**src/rtl/i2c_aw_pkg.sv**
```systemverilog
package i2c_aw_pkg;
  typedef enum logic [1:0] {
    MODE_OFF    = 2'b00,
    MODE_TARGET = 2'b01,
    MODE_CTRL   = 2'b10,
    MODE_BOTH   = 2'b11
  } aw_mode_t;

  typedef enum logic [2:0] {
    S_IDLE,
    S_SHIFT,
    S_ACK_SETUP,
    S_ACK_HOLD,
    S_SKIP
  } aw_state_t;
endpackage

```
**src/rtl/i2c_aw_sync.sv**
```systemverilog
module i2c_aw_sync #(
  parameter int STAGES = 2
) (
  input  logic clk,
  input  logic rst,
  input  logic scl_in,
  input  logic sda_in,
  output logic sda_lvl,
  output logic scl_rise,
  output logic scl_fall,
  output logic start_det,
  output logic stop_det
);
  localparam int LINES = 2;

  logic [LINES-1:0] line_in;
  logic [LINES-1:0] lvl;
  logic [LINES-1:0] prv;

  assign line_in = {sda_in, scl_in};

  for (genvar l = 0; l < LINES; l++) begin : g_line
    logic [STAGES-1:0] ff;
    logic              prev;
    always_ff @(posedge clk) begin
      if (rst) begin
        ff   <= '1;
        prev <= 1'b1;
      end else begin
        ff[0] <= line_in[l];
        for (int i = 1; i < STAGES; i++) ff[i] <= ff[i-1];
        prev <= ff[STAGES-1];
      end
    end
    assign lvl[l] = ff[STAGES-1];
    assign prv[l] = prev;
  end

  assign sda_lvl   = lvl[1];
  assign scl_rise  = lvl[0] & ~prv[0];
  assign scl_fall  = ~lvl[0] & prv[0];
  assign start_det = lvl[0] & prv[0] & prv[1] & ~lvl[1];
  assign stop_det  = lvl[0] & prv[0] & ~prv[1] & lvl[1];
endmodule

```
**src/rtl/i2c_aw_fsm.sv**
```systemverilog
module i2c_aw_fsm
  import i2c_aw_pkg::*;
#(
  parameter int AW = 7
) (
  input  logic          clk,
  input  logic          rst,
  input  logic          slave_en,
  input  logic [AW-1:0] own_addr,
  input  logic          sda_lvl,
  input  logic          scl_rise,
  input  logic          scl_fall,
  input  logic          start_det,
  input  logic          stop_det,
  output logic          sda_pull,
  output logic          start_irq,
  output logic          wake,
  output logic          rx_valid,
  output logic [AW:0]   rx_byte,
  output logic          rx_is_addr
);
  localparam int BW = AW + 1;
  localparam int CW = $clog2(BW);
  localparam logic [CW-1:0] LAST = CW'(BW - 1);

  aw_state_t     state;
  logic [CW-1:0] cnt;
  logic [BW-1:0] shreg;
  logic [BW-1:0] byte_nxt;
  logic          in_addr;
  logic          rw_q;

  always_comb byte_nxt = {shreg[BW-2:0], sda_lvl};

  always_ff @(posedge clk) begin
    start_irq <= 1'b0;
    wake      <= 1'b0;
    rx_valid  <= 1'b0;
    if (rst) begin
      state      <= S_IDLE;
      cnt        <= '0;
      shreg      <= '0;
      in_addr    <= 1'b0;
      rw_q       <= 1'b0;
      sda_pull   <= 1'b0;
      rx_byte    <= '0;
      rx_is_addr <= 1'b0;
    end else if (!slave_en) begin
      state    <= S_IDLE;
      sda_pull <= 1'b0;
    end else if (stop_det) begin
      state    <= S_IDLE;
      sda_pull <= 1'b0;
    end else if (start_det) begin
      state     <= S_SHIFT;
      cnt       <= '0;
      in_addr   <= 1'b1;
      sda_pull  <= 1'b0;
      start_irq <= 1'b1;
    end else begin
      unique case (state)
        S_SHIFT: if (scl_rise) begin
          shreg <= byte_nxt;
          if (cnt == LAST) begin
            cnt <= '0;
            if (in_addr) begin
              if (byte_nxt[BW-1:1] == own_addr) begin
                wake       <= 1'b1;
                rx_valid   <= 1'b1;
                rx_byte    <= byte_nxt;
                rx_is_addr <= 1'b1;
                rw_q       <= byte_nxt[0];
                state      <= S_ACK_SETUP;
              end else begin
                state <= S_IDLE;
              end
            end else begin
              rx_valid   <= 1'b1;
              rx_byte    <= byte_nxt;
              rx_is_addr <= 1'b0;
              state      <= S_ACK_SETUP;
            end
          end else begin
            cnt <= cnt + 1'b1;
          end
        end
        S_ACK_SETUP: if (scl_fall) begin
          sda_pull <= 1'b1;
          state    <= S_ACK_HOLD;
        end
        S_ACK_HOLD: if (scl_fall) begin
          sda_pull <= 1'b0;
          in_addr  <= 1'b0;
          state    <= (in_addr && rw_q) ? S_SKIP : S_SHIFT;
        end
        default: ;
      endcase
    end
  end

  // a START interrupt is always a lone one-cycle pulse
  p_start_irq_single_r2: assert property (@(posedge clk) disable iff (rst)
    start_irq |=> !start_irq);

  // no interrupt unless target mode was on when the START was seen
  p_irq_gated_r3: assert property (@(posedge clk) disable iff (rst)
    start_irq |-> $past(slave_en));

  // a wake comes with the address byte strobe carrying the station address
  p_wake_is_addr_r4: assert property (@(posedge clk) disable iff (rst)
    wake |-> (rx_valid && rx_is_addr && rx_byte[BW-1:1] == $past(own_addr)));

  // the acknowledge is only ever applied after an SCL falling edge
  p_pull_after_fall_r5: assert property (@(posedge clk) disable iff (rst)
    $rose(sda_pull) |-> $past(scl_fall));

  // data byte strobes never carry a wake
  p_data_no_wake_r7: assert property (@(posedge clk) disable iff (rst)
    (rx_valid && !rx_is_addr) |-> !wake);

  // STOP forces idle and releases SDA
  p_stop_idle_r9: assert property (@(posedge clk) disable iff (rst)
    (stop_det && slave_en) |=> (!sda_pull && state == S_IDLE));
endmodule

```
**src/rtl/i2c_addr_wake.sv**
```systemverilog
module i2c_addr_wake
  import i2c_aw_pkg::*;
#(
  parameter int AW          = 7,
  parameter int SYNC_STAGES = 2
) (
  input  logic          clk,
  input  logic          rst,
  input  logic [1:0]    mode,
  input  logic [AW-1:0] own_addr,
  input  logic          scl_in,
  input  logic          sda_in,
  output logic          sda_pull,
  output logic          start_irq,
  output logic          wake,
  output logic          rx_valid,
  output logic [AW:0]   rx_byte,
  output logic          rx_is_addr
);
  logic slave_en;
  logic sda_lvl, scl_rise, scl_fall, start_det, stop_det;

  assign slave_en = (aw_mode_t'(mode) == MODE_TARGET) || (aw_mode_t'(mode) == MODE_BOTH);

  i2c_aw_sync #(.STAGES(SYNC_STAGES)) u_sync (
    .clk       (clk),
    .rst       (rst),
    .scl_in    (scl_in),
    .sda_in    (sda_in),
    .sda_lvl   (sda_lvl),
    .scl_rise  (scl_rise),
    .scl_fall  (scl_fall),
    .start_det (start_det),
    .stop_det  (stop_det)
  );

  i2c_aw_fsm #(.AW(AW)) u_fsm (
    .clk        (clk),
    .rst        (rst),
    .slave_en   (slave_en),
    .own_addr   (own_addr),
    .sda_lvl    (sda_lvl),
    .scl_rise   (scl_rise),
    .scl_fall   (scl_fall),
    .start_det  (start_det),
    .stop_det   (stop_det),
    .sda_pull   (sda_pull),
    .start_irq  (start_irq),
    .wake       (wake),
    .rx_valid   (rx_valid),
    .rx_byte    (rx_byte),
    .rx_is_addr (rx_is_addr)
  );
endmodule

```
**config.mk**
```make
export PLATFORM = sky130hd
export DESIGN_NAME = i2c_addr_wake
export DESIGN_NICKNAME = d
export VERILOG_FILES = /design/src/rtl/i2c_aw_pkg.sv /design/src/rtl/i2c_aw_sync.sv /design/src/rtl/i2c_aw_fsm.sv /design/src/rtl/i2c_addr_wake.sv
export SDC_FILE = /design/constraint.sdc
export NUM_CORES = 1
export LEC_CHECK = 0
export CORE_ASPECT_RATIO = 0.6
export CORE_MARGIN = 2
export CORE_UTILIZATION = 45
export CTS_CLUSTER_SIZE = 20
export DETAILED_ROUTE_END_ITERATION = 10
export HOLD_SLACK_MARGIN = 0.1
export PLACE_DENSITY_LB_ADDON = 0.1
export SKIP_CTS_REPAIR_TIMING = 1
export SLEW_MARGIN = 10
export SYNTH_ARGS = -nofsm -noshare
export SYNTH_HDL_FRONTEND = slang
export SYNTH_SLANG_ARGS = --single-unit
```
**constraint.sdc**
```tcl
create_clock -name clk -period 3.4 [get_ports clk]
set_input_delay 0.68 -clock clk [delete_from_list [all_inputs] [get_ports clk]]
set_output_delay 0.68 -clock clk [all_outputs]
set_load 0.03 [all_outputs]
```
# Word level (Yosys, flattened, before mapping)
# Index checks and enable logic that the tools add are counted.
# totals
ff_bits,34
input_bits,13
output_inout_bits,13
# op_classes
addsub,1
eq_ne,16
n_mux,25
bitwise,18
reduce_logical,21
# ops
operator,n
$mux W3,9
$mux W8,2
$reduce_and A5 Y1,3
$not A1 Y1,11
$mux W1,10
$reduce_bool A2 Y1,5
$ne A3 B3 Y1 const B,3
$pmux W3 S3,1
$ne A2 B2 Y1 const B,4
$reduce_and A4 Y1,2
$reduce_and A8 Y1,1
$reduce_or A8 Y1,1
$and A1 B1 Y1,7
$eq A7 B7 Y1,1
$reduce_and A7 Y1,1
$reduce_or A7 Y1,1
$eq A3 B2 Y1 const B,2
$mux W2,2
$reduce_bool A4 Y1,1
$reduce_or A4 Y1,1
$add A3 B1 Y3 const B,1
$eq A3 B1 Y1 const B,1
$eq A3 B3 Y1 const B,1
$ne A3 B2 Y1 const B,1
9 further kinds,9

# Logic depth before layout (Yosys ltp)
# Gate-level depths: netlist of the first run.
# logic_depth
word_depth,7
ltp_mapped,8
ltp_nobuf,6

# Hierarchy
# A second synthesis of the first run with hierarchy kept.
# hier_totals
cells_unflattened,194
area_unflattened_um2,1746.7
# modules_own_cells
module,n_inst,cells_each,area_per_inst_um2,seq_area_each_um2
i2c_aw_fsm,1,177,1552.7,560.5
i2c_aw_sync,1,16,190.2,120.1
i2c_addr_wake,1,1,3.8,0.0

# Least setup slack after synthesis of the first run
# OpenSTA, ideal clock, no wires.
# synth_path
path_kind,reg2reg
from,register u_sync.g_line[0].ff[1]
to,register u_fsm.rx_byte[0]
setup_time_ns,0.133
t_arrival_ns,1.745
required_ns,3.267
path_slack_ns,1.522
stages_incl_launch_ff,7
n_path_buf,2
period_less_slack_ns,1.878
path_cell_list,dfxtp_1 -> or3b_1 -> or3_1 -> buf_2 -> buf_4 -> a31oi_1 -> o311ai_1
# synth_via
elab_chain_cells,5
# synth_rtl
element,line,text
from (decl),i2c_aw_sync.sv:23,logic [STAGES-1:0] ff;
from (signal assigned),i2c_aw_sync.sv:27,ff <= '1;
$and A1 B1 Y1,"i2c_aw_sync.sv:42, i2c_aw_sync.sv:43",
$and A1 B1 Y1 (on tied branches) (2 in series),"i2c_aw_sync.sv:43, i2c_aw_sync.sv:42",
$not A1 Y1 (no source line),n/a,
$reduce_and A7 Y1 (no source line) *,n/a,
to (signal assigned),i2c_aw_fsm.sv:70,rx_byte <= byte_nxt;
to (signal assigned),i2c_aw_fsm.sv:79,rx_byte <= byte_nxt;
to (decl),i2c_aw_fsm.sv:19,"output logic [AW:0] rx_byte,"
# Every way passes the cells marked *; elsewhere a longest branch is shown, timed or not.
# A chain may end at the register's enable or synchronous reset.

# Worst setup path in the final report of the first run
# layout_path
from,input mode[0]
to,register u_fsm.cnt[0]
# layout_via
elab_chain_cells,3
# layout_rtl
element,line,text
from (decl),i2c_addr_wake.sv:9,"input logic [1:0] mode,"
$eq A2 B1 Y1 or $eq A2 B2 Y1 (tied branches),i2c_addr_wake.sv:23,assign slave_en = (aw_mode_t'(mode) == MODE_TARGET) || (aw_mode_t'(mode) == MODE_BOTH);
$logic_or A1 B1 Y1 *,i2c_addr_wake.sv:23,
$reduce_and A4 Y1 (no source line) *,n/a,
to (signal assigned),i2c_aw_fsm.sv:84,cnt <= cnt + 1'b1;
to (decl),i2c_aw_fsm.sv:27,logic [CW-1:0] cnt;
# Marked as above.

==> results of run 1 <==
## final timing paths
check        slack (ns)  depth (start not counted)              startpoint                     end
max                0.92                          5                 mode[0]            u_fsm.cnt[0]
min                0.41                          1  u_sync.g_line[0].ff[0]  u_sync.g_line[0].ff[1]
max reg2reg        0.95                          4  u_sync.g_line[0].ff[1]            u_fsm.cnt[0]
min reg2reg        0.41                          1  u_sync.g_line[0].ff[0]  u_sync.g_line[0].ff[1]
## Yosys cell counts (all sizes together), types with 4 or more instances
master    n
o311ai    9
xnor2     7
o2111ai   8
nor4      8
nand3     5
a21oi    13
nand2    29
clkbuf   15
dfxtp    34
or2       7
a31oi     8
or3b      9
nor2      4
nor3      5
## worst max-delay path: stages
cell and delay, ns:
clkdlybuf4s50_1 0.52, nand2_1 0.27, or3_1 0.58, or4_1 0.52, a21oi_1 0.13
## cell families (layout without fill, tap and decap cells)
family	after synthesis	in the layout	synth area share, %
adder cells (fa/ha/maj)	2	2	1.51
XOR/XNOR	8	8	4.24
AO/OA/AOI/OAI	48	48	20.9
buffers and inverters	19	37	4.62
flip-flops	34	34	41.2
AND/OR/NAND/NOR	80	80	27.5
## flip-flops by register name, summed over array words and instances, names as in the netlist
signal / flops
u_fsm.in_addr: 1
u_fsm.state: 3
u_fsm.shreg: 7
u_fsm.rx_is_addr: 1
u_fsm.sda_pull: 1
u_fsm.rw_q: 1
u_fsm.rx_valid: 1
u_fsm.wake: 1
u_sync.g_line.ff: 4
u_fsm.rx_byte: 8
u_sync.g_line.prev: 2
u_fsm.start_irq: 1
u_fsm.cnt: 3
## per-layer routing
layer	GRT usage, %	vias to the layer above	share of wire, %
li1	-	753	-
met1	29.3	693	52
met2	28.6	38	42
met3	5.83	5	4.9
met4	5.83	0	0.80
met5	0	-	0
## power by group through the flow
stage               clock network, mW  registers, mW  logic (mW)
finish                          0.311          0.408      0.0469
global route                    0.337          0.408      0.0502
CTS                             0.317          0.408      0.0465
detailed placement                  0          0.417      0.0464
global placement                    0          0.416      0.0451
floorplan                           0          0.413      0.0278
## final cells by class
class / count / share of cell area (%)
Multi-Input combinational cell: 138 / 44.8
Sequential cell: 34 / 34.1
Timing Repair Buffer: 27 / 13.2
Clock buffer: 6 / 4.14
Tap cell: 45 / 2.82
Clock inverter: 2 / 0.627
Inverter: 2 / 0.376
==> reports/results.tsv, run 1 <==
stage	metric	value	unit
clock_tree	worst_setup_hold_path_clk_slew	0.07	ns
clock_tree	ctsRootBufferMaster	clkbuf_8	
floorplan	placement_rows	16	
floorplan	starting_utilization_of_the_core_area	48.8	%
power_and_ir_drop	power_switching_share	23.3	%
power_and_ir_drop	power_per_cell_area	383	nW/um^2
final_layout	final_common_cell	dfxtp_1	
final_layout	finalCoreUtilization	59.0	%
power_and_ir_drop	share_seq_of_total_power	53.3	%
grt	grt_pass1_vias	1293	
synthesis	synthDominantCellAreaShare	41.2	%
power_and_ir_drop	combinationalPowerShare	6.1	%
worst_setup_path	critPathKind	input port to register	
clock_tree	htreeDepth	2	
synthesis	synth.cell_area	1650	sq um
worst_setup_path	worst-endpoint-required	3.62	ns
drt	routed-via-count	1489	
synthesis	syn_nets	206	
sta	period_share	72.8	%
synthesis	synth.largest_area_cell	dfxtp_1	
sta	worst-slew-pin-transition	0.680	ns
clock_tree	clk_latency	0.29	ns
drt	drc_errors	0	
synthesis	synth_enable_flop_cells	0	
worst_setup_path	worst-path-max-fanout	13	
sta	hold_violations	0	
floorplan	fp.coreArea	3380	sq um
synthesis	postSynthCellCount	191	
clock_tree	clock_tree.buffer_depth	2	
synthesis	synth_async_sr_flop_share	0	%
final_layout	fraction_of_final_layout_cells_with_drive_strength_greater_than_1	14.8	%
final_layout	num-fill-cells	294	
drt	detail-route-antenna-nets	0	
grt	overall_fraction_of_global_route_tracks_in_use	20.2	%
clock_tree	tritoncts	done	
placement	placed_cells	246	
placement	placement.io_buffers	24	
sta	fmax	404	MHz
min_path	min_path_type	register to register	
final_layout	post-route-cell-area	2000	sq um
synthesis	ys_seq_elements	34	
drt	drtPass1Iterations	4	
final_layout	areaGrowthSynthToFinish	20.9	%
floorplan	dieArea	4190	sq um
sta	setup-tns-final	0	ns
drt	drt_iter0_drc	90	
synthesis	ys.warnings.count	0	
sta	timing.hold.ws	0.411	ns
final_layout	seqCellArea	681	sq um
placement	placement.cell_area	1900	sq um
sta	setup_viol_count_final	0	
placement	place.detailed.hpwl	2.75	mm
power_and_ir_drop	switching_power_summed_over_all_nets	179	uW
floorplan	ioPinCount	26	
placement	pre_cts_ws	0.638	ns
power_and_ir_drop	internal-power	587	uW
floorplan	dieHeight	50.9	microns
worst_setup_path	end_kind	register	
power_and_ir_drop	clockPowerShare	40.6	%
sta	worst_clock_skew	0.00395	ns
final_layout	mostFrequentLayoutCells	dfxtp_1, nand2_1, clkdlybuf4s50_1, a21oi_1, o311ai_1	
clock_tree	tritoncts_num_sinks	34	
power_and_ir_drop	vdd_ir_drop_max	212	uV
sta	finalCriticalPeriod	2.48	ns
drt	viasPerCell	5.86	
synthesis	sequential_cell_area_fraction_in_the_yosys_report	41.2	%
clock_tree	tritoncts.num_buffers	5	
synthesis	synth.area.top_cells	dfxtp_1, nand2_1, o311ai_1	
run	drv.max_cap_violation_count	0	
sta	rsz0062_at_grt	false	
worst_setup_path	startpoint_type	input port	
grt	first_pass_grt_wire_length	6.33	mm
sta	slew_headroom	54.6	%
synthesis	synth.distinct_cells	39	
floorplan	die_w	82.2	microns
final_layout	finalNetCount	223	
final_layout	number_of_antenna_diodes	0	
grt	grt_overflow	0	
power_and_ir_drop	p_leak	0.615	nW
drt	routed_wire_length_per_instance	15.7	microns
synthesis	synthesized_area_per_cell	8.65	sq um
drt	drt_wl_total	3.99	mm
status	run_status	finished, final reports clean	
placement	place.gp.congestion	0.764	
worst_setup_path	crit_arrival	2.70	ns
power_and_ir_drop	design_power_total	766	uW
sta	timing.final.max_slew_violations	0	
synthesis	ys.flop_type	dfxtp_1	
sta	setup_slack	0.924	ns
final_layout	multi_input_area	895	sq um
grt	pin_count_of_the_biggest_net_entering_global_routing	29	
grt	initial_antenna_violation_count	0	
final_layout	final-instance-count-excl-fill	254	
(Power assumes the default switching activity.)
==> run 2: changes to the inputs <==
clock period = 2.4 ns   (was 3.4 ns; I/O delays follow)
==> run 2 against run 1 <==
  * Worst setup slack worse by 0.50 ns
  * Final cell count is 3.1% higher
  * Clock skew is 0.0062 ns higher
  * Sequential power is 41% higher
  * Via count is 3.9% higher
  * Hold slack better by 0.0040 ns
  * Clock power is 29% higher
  * Critical path depth is 2 higher
  * Power is 37% higher
  * Non-clock buffer count is 9 higher
  * Critical path type is now register to register
  * Critical endpoint is now u_fsm.rx_is_addr
  * Largest cell class unchanged
  * Highest routed layer unchanged
==> reports/results.tsv, run 2 (synthesized netlist as in run 1, its figures left out) <==
stage	metric	value	unit	change
status	run_status	finished, final reports clean		unchanged
worst_setup_path	origin_of_the_critical_flop_to_flop_path	u_fsm.cnt[0]		was u_sync.g_line[0].ff[1]
final_layout	mostFrequentLayoutCells	dfxtp_1, nand2_1, clkdlybuf4s50_1, a21oi_1, buf_4		was dfxtp_1, nand2_1, clkdlybuf4s50_1, a21oi_1, o311ai_1
final_layout	largest_register_ff_count	8		unchanged
final_layout	num-fill-cells	297		was 294
worst_setup_path	worst-endpoint-required	2.63	ns	was 3.62 ns
floorplan	ioPinCount	26		unchanged
power_and_ir_drop	share_seq_of_total_power	54.7	%	was 53.3%
run	drv.max_cap_violation_count	0		unchanged
placement	place.gp.congestion	0.842		was 0.764
clock_tree	worst_setup_hold_path_clk_slew	0.07	ns	about the same
drt	drt_iter0_drc	123		was 90
final_layout	multi_input_area	895	sq um	unchanged
worst_setup_path	setup.worst_path.start	u_fsm.cnt[0]		was mode[0]
worst_setup_path	crit_path_cell_trace	ha_1 -> ha_1 -> nand2b_1 -> or3_1 -> buf_4 -> nor3_2 -> o221a_1		was clkdlybuf4s50_1 -> nand2_1 -> or3_1 -> or4_1 -> a21oi_1
clock_tree	tritoncts.num_buffers	5		unchanged
sta	finalCriticalPeriod	1.98	ns	
grt	initial_antenna_violation_count	0		unchanged
final_layout	areaGrowthSynthToFinish	24.0	%	was 20.9%
floorplan	fp.coreArea	3380	sq um	unchanged
power_and_ir_drop	switching_power_summed_over_all_nets	251	uW	was 179 uW
power_and_ir_drop	clockPowerShare	38.2	%	was 40.6%
sta	setup_slack	0.423	ns	was 0.924 ns
placement	placed_cells	255		was 246
power_and_ir_drop	vdd_ir_drop_max	260	uV	was 212 uV
drt	routed-via-count	1547		was 1,489
final_layout	final-instance-count-excl-fill	262		was 254
worst_setup_path	critPathKind	register to register		was input port to register
sta	worst_clock_skew	0.0102	ns	was 0.00395 ns
clock_tree	ctsRootBufferMaster	clkbuf_8		unchanged
sta	setup_viol_count_final	0		unchanged
final_layout	final_common_cell	dfxtp_1		unchanged
clock_tree	clock_tree.buffer_depth	2		unchanged
final_layout	seqCellArea	681	sq um	unchanged
worst_setup_path	reg2reg_slack	0.42	ns	was 0.95 ns
min_path	min_path_type	register to register		unchanged
drt	drc_errors	0		unchanged
sta	setup-tns-final	0	ns	unchanged
final_layout	number_of_antenna_diodes	0		unchanged
drt	detail-route-antenna-nets	0		unchanged
final_layout	registers.top_by_ff_count	u_fsm.rx_byte		unchanged
sta	hold_violations	0		unchanged
grt	grt_pass1_vias	1327		was 1,293
worst_setup_path	crit_arrival	2.20	ns	was 2.70 ns
clock_tree	clk_latency	0.29	ns	about the same
placement	pre_cts_ws	0.196	ns	was 0.638 ns
final_layout	finalNetCount	232		was 223
floorplan	starting_utilization_of_the_core_area	48.8	%	unchanged
drt	drt_wl_total	4.10	mm	was 3.99 mm
floorplan	placement_rows	16		unchanged
placement	placement.cell_area	1970	sq um	was 1900 sq um
floorplan	dieHeight	50.9	microns	unchanged
grt	first_pass_grt_wire_length	6.44	mm	was 6.33 mm
sta	slew_headroom	59.4	%	was 54.6%
worst_setup_path	worst-path-max-fanout	19		was 13
drt	viasPerCell	5.90		was 5.86
floorplan	dieArea	4190	sq um	unchanged
power_and_ir_drop	power_switching_share	23.9	%	was 23.3%
clock_tree	tritoncts_num_sinks	34		unchanged
min_path	hold_wc_startpoint	u_sync.g_line[0].ff[0]		unchanged
placement	place.detailed.hpwl	2.85	mm	was 2.75 mm
worst_setup_path	cp_slowest_cell	or3_1		unchanged
grt	overall_fraction_of_global_route_tracks_in_use	20.8	%	was 20.2%
grt	pin_count_of_the_biggest_net_entering_global_routing	25		was 29
clock_tree	htreeDepth	2		unchanged
grt	grt_overflow	0		unchanged
worst_setup_path	crit_path_max_incr_delay	0.37	ns	was 0.58 ns
worst_setup_path	crit_family	simple AND/OR/NAND/NOR gates		unchanged
placement	placement.io_buffers	24		unchanged
worst_setup_path	end_kind	register		unchanged
power_and_ir_drop	p_leak	0.652	nW	was 0.615 nW
clock_tree	tritoncts	done		unchanged
sta	rsz0062_at_grt	false		unchanged
final_layout	fraction_of_final_layout_cells_with_drive_strength_greater_than_1	18.0	%	was 14.8%
worst_setup_path	startpoint_type	register		was input port
worst_setup_path	cp_num_buf_inv	1		unchanged
power_and_ir_drop	combinationalPowerShare	7.1	%	was 6.1%
drt	routed_wire_length_per_instance	15.6	microns	was 15.7 microns
power_and_ir_drop	internal-power	800	uW	was 587 uW
final_layout	post-route-cell-area	2050	sq um	was 2000 sq um
floorplan	die_w	82.2	microns	unchanged
sta	period_share	82.4	%	
power_and_ir_drop	power_per_cell_area	513	nW/um^2	was 383 nW/um^2
drt	drtPass1Iterations	4		unchanged
final_layout	largest_registers	u_fsm.rx_byte x8, u_fsm.shreg x7, u_sync.g_line.ff x4		unchanged
sta	worst-slew-pin-transition	0.606	ns	was 0.680 ns
worst_setup_path	cpMostUsedCell	ha_1		
sta	timing.final.max_slew_violations	0		unchanged
sta	fmax	506	MHz	
-- run 2: final timing paths --
kind,cells after the start,endpoint
worst max-delay path,7,u_fsm.rx_is_addr
worst min-delay path,1,u_sync.g_line[0].ff[1]
worst max register to register,7,u_fsm.rx_is_addr
worst min register to register,1,u_sync.g_line[0].ff[1]
-- run 2: area by class of cell --
type                            instances  area share [%]
Clock inverter                          2           0.489
Multi-Input combinational cell        138            43.7
Timing Repair Buffer                   36            16.1
Inverter                                2           0.367
Sequential cell                        34            33.2
Tap cell                               45            2.75
Clock buffer                            5            3.36
-- run 2: power by group through the flow --
stage	Sequential, mW	Combinational, mW	Clock (mW)
floorplan	0.585	0.0394	0
global placement	0.587	0.0720	0
detailed placement	0.587	0.0738	0
CTS	0.574	0.0739	0.410
global route	0.575	0.0806	0.438
finish	0.574	0.0747	0.402
-- run 2: worst reg2reg max path, stage by stage (launching register included) --
cell and delay [ns]:
dfxtp_1 0.36, ha_1 0.16, ha_1 0.17, nand2b_1 0.22, or3_1 0.37, buf_4 0.21
nor3_2 0.22, o221a_1 0.22
-- run 2: metal layers --
metal / share of wire [%] / track usage, %
met1: 51 / 30.3
met2: 42 / 29.3
met3: 6.0 / 5.48
met4: 1.4 / 7.50
met5: 0 / 0
-- run 2: metrics by stage --
stage / power (mW) / utilization [%] / hold WS (ns)
after CTS: 1.06 / 60.5 / 0.415
after detailed placement: 0.661 / 58.2 / 0.399
after global routing: 1.09 / 60.5 / 0.452
final: 1.05 / 60.5 / 0.415
after floorplan: 0.625 / - / 0.389
after global placement: 0.659 / 58.2 / 0.392
